<file path="src/rtl/secded32_pkg.sv">
package secded32_pkg;

    localparam int DATA_W = 32;
    localparam int CHK_W  = 7;

    // Check groups that use odd parity
    localparam logic [CHK_W-1:0] ODD_GROUPS = 7'b0000011;

    typedef enum logic [2:0] {
        CLS_CLEAN,
        CLS_CHECK_FLIP,
        CLS_DATA_FLIP,
        CLS_EVEN_MULTI,
        CLS_ODD_MULTI
    } err_class_t;

    // Active-low syndrome produced by a single error in data bit idx
    function automatic logic [CHK_W-1:0] syn_code(input int idx);
        logic [CHK_W-1:0] c;
        case (idx)
            0:  c = 7'b0110000;
            1:  c = 7'b0110101;
            2:  c = 7'b0101101;
            3:  c = 7'b0101011;
            4:  c = 7'b0101000;
            5:  c = 7'b0100111;
            6:  c = 7'b0100100;
            7:  c = 7'b0100010;
            8:  c = 7'b1011100;
            9:  c = 7'b1011010;
            10: c = 7'b1011001;
            11: c = 7'b1010110;
            12: c = 7'b1010101;
            13: c = 7'b1010011;
            14: c = 7'b1001110;
            15: c = 7'b1001011;
            16: c = 7'b1110001;
            17: c = 7'b1110100;
            18: c = 7'b1101100;
            19: c = 7'b1101010;
            20: c = 7'b1101001;
            21: c = 7'b1100110;
            22: c = 7'b1100101;
            23: c = 7'b1100011;
            24: c = 7'b0011101;
            25: c = 7'b0011011;
            26: c = 7'b0011000;
            27: c = 7'b0010111;
            28: c = 7'b0010100;
            29: c = 7'b0010010;
            30: c = 7'b0001111;
            31: c = 7'b0001010;
            default: c = '1;
        endcase
        return c;
    endfunction

    // Active-high column: the check groups that cover data bit idx
    function automatic logic [CHK_W-1:0] column(input int idx);
        return ~syn_code(idx);
    endfunction

    // Data bits that feed check group k
    function automatic logic [DATA_W-1:0] group_mask(input int k);
        logic [DATA_W-1:0] m;
        logic [CHK_W-1:0]  col;
        for (int i = 0; i < DATA_W; i++) begin
            col  = column(i);
            m[i] = col[k];
        end
        return m;
    endfunction

endpackage

</file>
<file path="src/rtl/secded32_parity_gen.sv">
module secded32_parity_gen
    import secded32_pkg::*;
#(
    parameter int               DW     = DATA_W,
    parameter int               CW     = CHK_W,
    parameter logic [CW-1:0]    INVERT = ODD_GROUPS
) (
    input  logic [DW-1:0] data_i,
    output logic [CW-1:0] check_o
);

    for (genvar k = 0; k < CW; k++) begin : g_group
        localparam logic [DW-1:0] MASK = DW'(group_mask(k));
        assign check_o[k] = (^(data_i & MASK)) ^ INVERT[k];
    end

endmodule

</file>
<file path="src/rtl/secded32_classify.sv">
module secded32_classify
    import secded32_pkg::*;
#(
    parameter int DW = DATA_W,
    parameter int CW = CHK_W
) (
    input  logic [CW-1:0] diff_i,
    output logic [DW-1:0] hit_o,
    output err_class_t    cls_o
);

    logic odd_weight;
    logic one_bit;
    logic any_hit;

    for (genvar i = 0; i < DW; i++) begin : g_col
        localparam logic [CW-1:0] COL = CW'(column(i));
        assign hit_o[i] = (diff_i == COL);
    end

    assign odd_weight = ^diff_i;
    assign one_bit    = ((diff_i & (diff_i - 1'b1)) == '0);
    assign any_hit    = |hit_o;

    always_comb begin
        if (diff_i == '0) begin
            cls_o = CLS_CLEAN;
        end else if (!odd_weight) begin
            cls_o = CLS_EVEN_MULTI;
        end else if (one_bit) begin
            cls_o = CLS_CHECK_FLIP;
        end else if (any_hit) begin
            cls_o = CLS_DATA_FLIP;
        end else begin
            cls_o = CLS_ODD_MULTI;
        end
    end

endmodule

</file>
<file path="src/rtl/secded32_correct.sv">
module secded32_correct
    import secded32_pkg::*;
#(
    parameter int DW = DATA_W
) (
    input  logic [DW-1:0] data_i,
    input  logic [DW-1:0] hit_i,
    input  err_class_t    cls_i,
    output logic [DW-1:0] data_o,
    output logic          single_n_o,
    output logic          multi_n_o
);

    logic [DW-1:0] flip;

    always_comb begin
        flip       = '0;
        single_n_o = 1'b1;
        multi_n_o  = 1'b1;
        unique case (cls_i)
            CLS_CLEAN: begin
                single_n_o = 1'b1;
                multi_n_o  = 1'b1;
            end
            CLS_CHECK_FLIP: begin
                single_n_o = 1'b0;
            end
            CLS_DATA_FLIP: begin
                single_n_o = 1'b0;
                flip       = hit_i;
            end
            CLS_EVEN_MULTI, CLS_ODD_MULTI: begin
                single_n_o = 1'b0;
                multi_n_o  = 1'b0;
            end
            default: begin
                single_n_o = 1'b0;
                multi_n_o  = 1'b0;
            end
        endcase
    end

    assign data_o = data_i ^ flip;

endmodule

</file>
<file path="src/rtl/secded32_codec.sv">
module secded32_codec
    import secded32_pkg::*;
#(
    parameter int DW = DATA_W,
    parameter int CW = CHK_W
) (
    input  logic [DW-1:0] enc_data_i,
    output logic [CW-1:0] enc_check_o,
    input  logic [DW-1:0] dec_data_i,
    input  logic [CW-1:0] dec_check_i,
    output logic [DW-1:0] dec_data_o,
    output logic [CW-1:0] syndrome_n_o,
    output logic          single_err_n_o,
    output logic          multi_err_n_o
);

    logic [CW-1:0] regen;
    logic [CW-1:0] diff;
    logic [DW-1:0] hit;
    err_class_t    cls;

    secded32_parity_gen #(.DW(DW), .CW(CW)) u_enc (
        .data_i  (enc_data_i),
        .check_o (enc_check_o)
    );

    secded32_parity_gen #(.DW(DW), .CW(CW)) u_regen (
        .data_i  (dec_data_i),
        .check_o (regen)
    );

    assign diff         = dec_check_i ^ regen;
    assign syndrome_n_o = ~diff;

    secded32_classify #(.DW(DW), .CW(CW)) u_cls (
        .diff_i (diff),
        .hit_o  (hit),
        .cls_o  (cls)
    );

    secded32_correct #(.DW(DW)) u_fix (
        .data_i     (dec_data_i),
        .hit_i      (hit),
        .cls_i      (cls),
        .data_o     (dec_data_o),
        .single_n_o (single_err_n_o),
        .multi_n_o  (multi_err_n_o)
    );

endmodule

</file>
<file path="config.mk">
export PLATFORM = sky130hd
export DESIGN_NAME = secded32_codec
export DESIGN_NICKNAME = d
export VERILOG_FILES = /design/src/rtl/secded32_pkg.sv /design/src/rtl/secded32_parity_gen.sv /design/src/rtl/secded32_classify.sv /design/src/rtl/secded32_correct.sv /design/src/rtl/secded32_codec.sv
export SDC_FILE = /design/constraint.sdc
export NUM_CORES = 1
export LEC_CHECK = 0
export ABC_CLOCK_PERIOD_IN_PS = 9200
export CAP_MARGIN = 5
export CORE_ASPECT_RATIO = 1.25
export CORE_UTILIZATION = 40
export DETAILED_ROUTE_END_ITERATION = 8
export DONT_BUFFER_PORTS = 1
export GPL_TIMING_DRIVEN = 0
export MAX_ROUTING_LAYER = met4
export SYNTH_ARGS = -nofsm -noshare
export SYNTH_HDL_FRONTEND = slang
export SYNTH_HIERARCHICAL = 1
export SYNTH_SLANG_ARGS = --single-unit
</file>
<file path="constraint.sdc">
create_clock -name vclk -period 9.2
set_clock_uncertainty 0.2 [all_clocks]
set_input_delay 0.46 -clock vclk [all_inputs]
set_output_delay 0.46 -clock vclk [all_outputs]
set_load 0.05 [all_outputs]
</file>
==> results by group <==
Timing
  – Period utilisation layout: 66.2%
  – Slack of the critical path: 3.11 ns
  – Final setup fails: 0
  – Max Freq: 164 MHz
  – Slew Limit Fails: 0
  – Max-Slew Margin vs Limit: 26.0%
  – Unrepaired setup endpoints after global routing: false
  – Final Hold Vio Count: 0
  – Setup_tns: 0 ns
  – Slew at the pin with the worst max-slew slack: 1.10 ns
  – Min Tclk post-route: 6.09 ns

Routing
  – Drt wl/cell: 19.3 microns
  – Vias per cell: 5.73
  – Drt first-iter violations: 57
  – Vias: 2435
  – DRC: 0
  – Detail Route Antenna Nets: 0
  – Router iterations before antenna repair: 4
  – Drt total wl: 8220 microns

Critical path
  – WP data arrival: 5.43 ns
  – CP Launch Type: input pin
  – CP Data Required Time: 8.54 ns
  – Worst setup EP type: output pin
  – Crit path kind: in2out
  – Crit path launch: dec_data_i[17]
  – CP Max Fanout: 10

Layout
  – Area added between synthesis and finish: 3.97%
  – Share of cells above drive strength 1: 18.2%
  – FFs & Latches: 0
  – FILL cells: 794
  – Area of the multi-input gates: 3040 sq um
  – Diode count: 0
  – FF+latch area: 0 sq um
  – Nets: 419
  – Clock buffer count: 0
  – Finished Layout Cells: 425
  – Finished Core Util: 42.7%

Synth
  – Post-Syn Instances: 329
  – Number of synthesis warnings: 6
  – Syn_area_per_cell: 9.67 sq um
  – Post-synth cell types: 42
  – Mapped Area: 3180 sq um
  – Syn_nets: 416
  – Seq/Total Area, Yosys: 0%

Clock network
  – Cts hold-fix bufs: 0
  – Post-CTS Resized: 0
  – Post-CTS Setup Inserts: 0

Placement
  – Post-place setup slack: 3.09 ns
  – DP Cell Count: 425
  – # port buffers: 0
  – Gpl congestion: 0.929
  – HPWL Detailed: 6980 microns

Global routing
  – GR Overflow Total: 0
  – Initial antenna violation count: 0
  – Largest net degree at the start of global routing: 11
  – First-pass GRT wire length: 11900 microns
  – Overall global routing resource usage: 19.5%
  – Vias in the first global route: 2399

Floorplanning
  – Core ar.: 7750 sq um
  – Die area: 8320 sq um
  – # IOs: 119
  – Row cnt: 36
  – Die width: 81.8 microns
  – Chip height: 102 microns
  – Starting Density: 41.1%

Worst hold path
  – Hold WC Path Type: in2out
  – Hold_sp: dec_data_i[6]

Outcome
  – Outcome: complete, no violations

Job
  – MaxCap Viol Count: 0
==> cell families after synthesis <==
logic type                 count (synthesis)  synth area share, %
adders and majority gates                 16                 6.29
AOI/OAI and AO/OA                         32                 7.43
buffers and inverters                     30                 4.44
and+or+nand+nor                           99                 22.1
xor gates and xnor gates                 152                 59.7
==> cell type report <==
type                            count  share of cell area, %
Multi-Input combinational cell    299                   91.9
Tap cell                           95                   3.59
Buffer                             18                   2.91
Inverter                           12                   1.36
Timing Repair Buffer                1                  0.227
==> per-stage QoR <==
| step | hold WS, ns | instance area [sq um] |
|---|---|---|
| after floorplan | 0.992 | 3180 |
| after global placement | 0.997 | 3300 |
| after detailed placement | 0.994 | 3310 |
| after CTS | 0.994 | 3310 |
| after global routing | 0.997 | 3310 |
| final | 0.994 | 3310 |
==> routing by layer <==
metal  track usage [%]  part of all wire, %  vias up  wire (microns)
li1                  -                    -     1144               -
met1              22.0                   39     1158            3170
met2              36.8                   53      122            4340
met3              2.07                  7.2       11             591
met4              2.43                  1.4        0             117
met5                 -                    0        -               0
==> layout by cell type, fill, tap and decap left out, types with 3 or more instances in the layout <==
master and instances:
inv_1 12, buf_4 3, o21ai_0 7, a22oi_1 3, ha_1 16, a22o_1 3
nand2_1 23, xnor2_1 59, xnor2_2 3, and4bb_2 32, xor2_1 51, clkbuf_1 4
clkbuf_2 3, a21oi_1 6, xor3_1 3, buf_2 8, xnor3_1 33, nor2_1 26
and3_1 6
==> synthesized netlist by cell type (all sizes together) (2+ instances only) <==
cell,count,area share [%]
nor3b,2,0.63
inv,12,1.4
nand2,23,2.7
o21ai,8,1.3
a22o,3,0.83
buf,11,2.1
a2111oi,2,0.94
xor3,4,3.0
a21boi,2,0.47
nand3,2,0.31
xnor2,62,18
ha,16,6.3
xnor3,35,25
a22oi,3,0.71
nor3,2,0.31
xor2,51,14
a21oi,6,0.94
clkbuf,7,0.94
nand4,2,0.39
and3,6,1.2
and4bb,32,13
nor2,26,3.1
==> worst paths after layout <==
| check | slack, ns | depth (start not counted) | end |
|---|---|---|---|
| hold / removal | 0.99 | 1 | dec_data_o[6] |
| setup / recovery | 3.11 | 15 | dec_data_o[4] |
==> worst max-delay path, stage by stage <==
cell and delay (ns):
xnor3_1 0.37, xnor2_1 0.32, xnor3_1 0.57, xor2_1 0.34, inv_1 0.14, ha_1 0.20
clkbuf_1 0.22, nand2_1 0.21, a31oi_1 0.12, a2111oi_2 0.43, nand4_1 0.20, nor3b_2 0.47
buf_2 0.27, and4bb_2 0.28, xor2_1 0.80
Power is left out: the tool's default activity adds up to more than one toggle a clock period on the data nets, which glitch-free logic cannot reach.
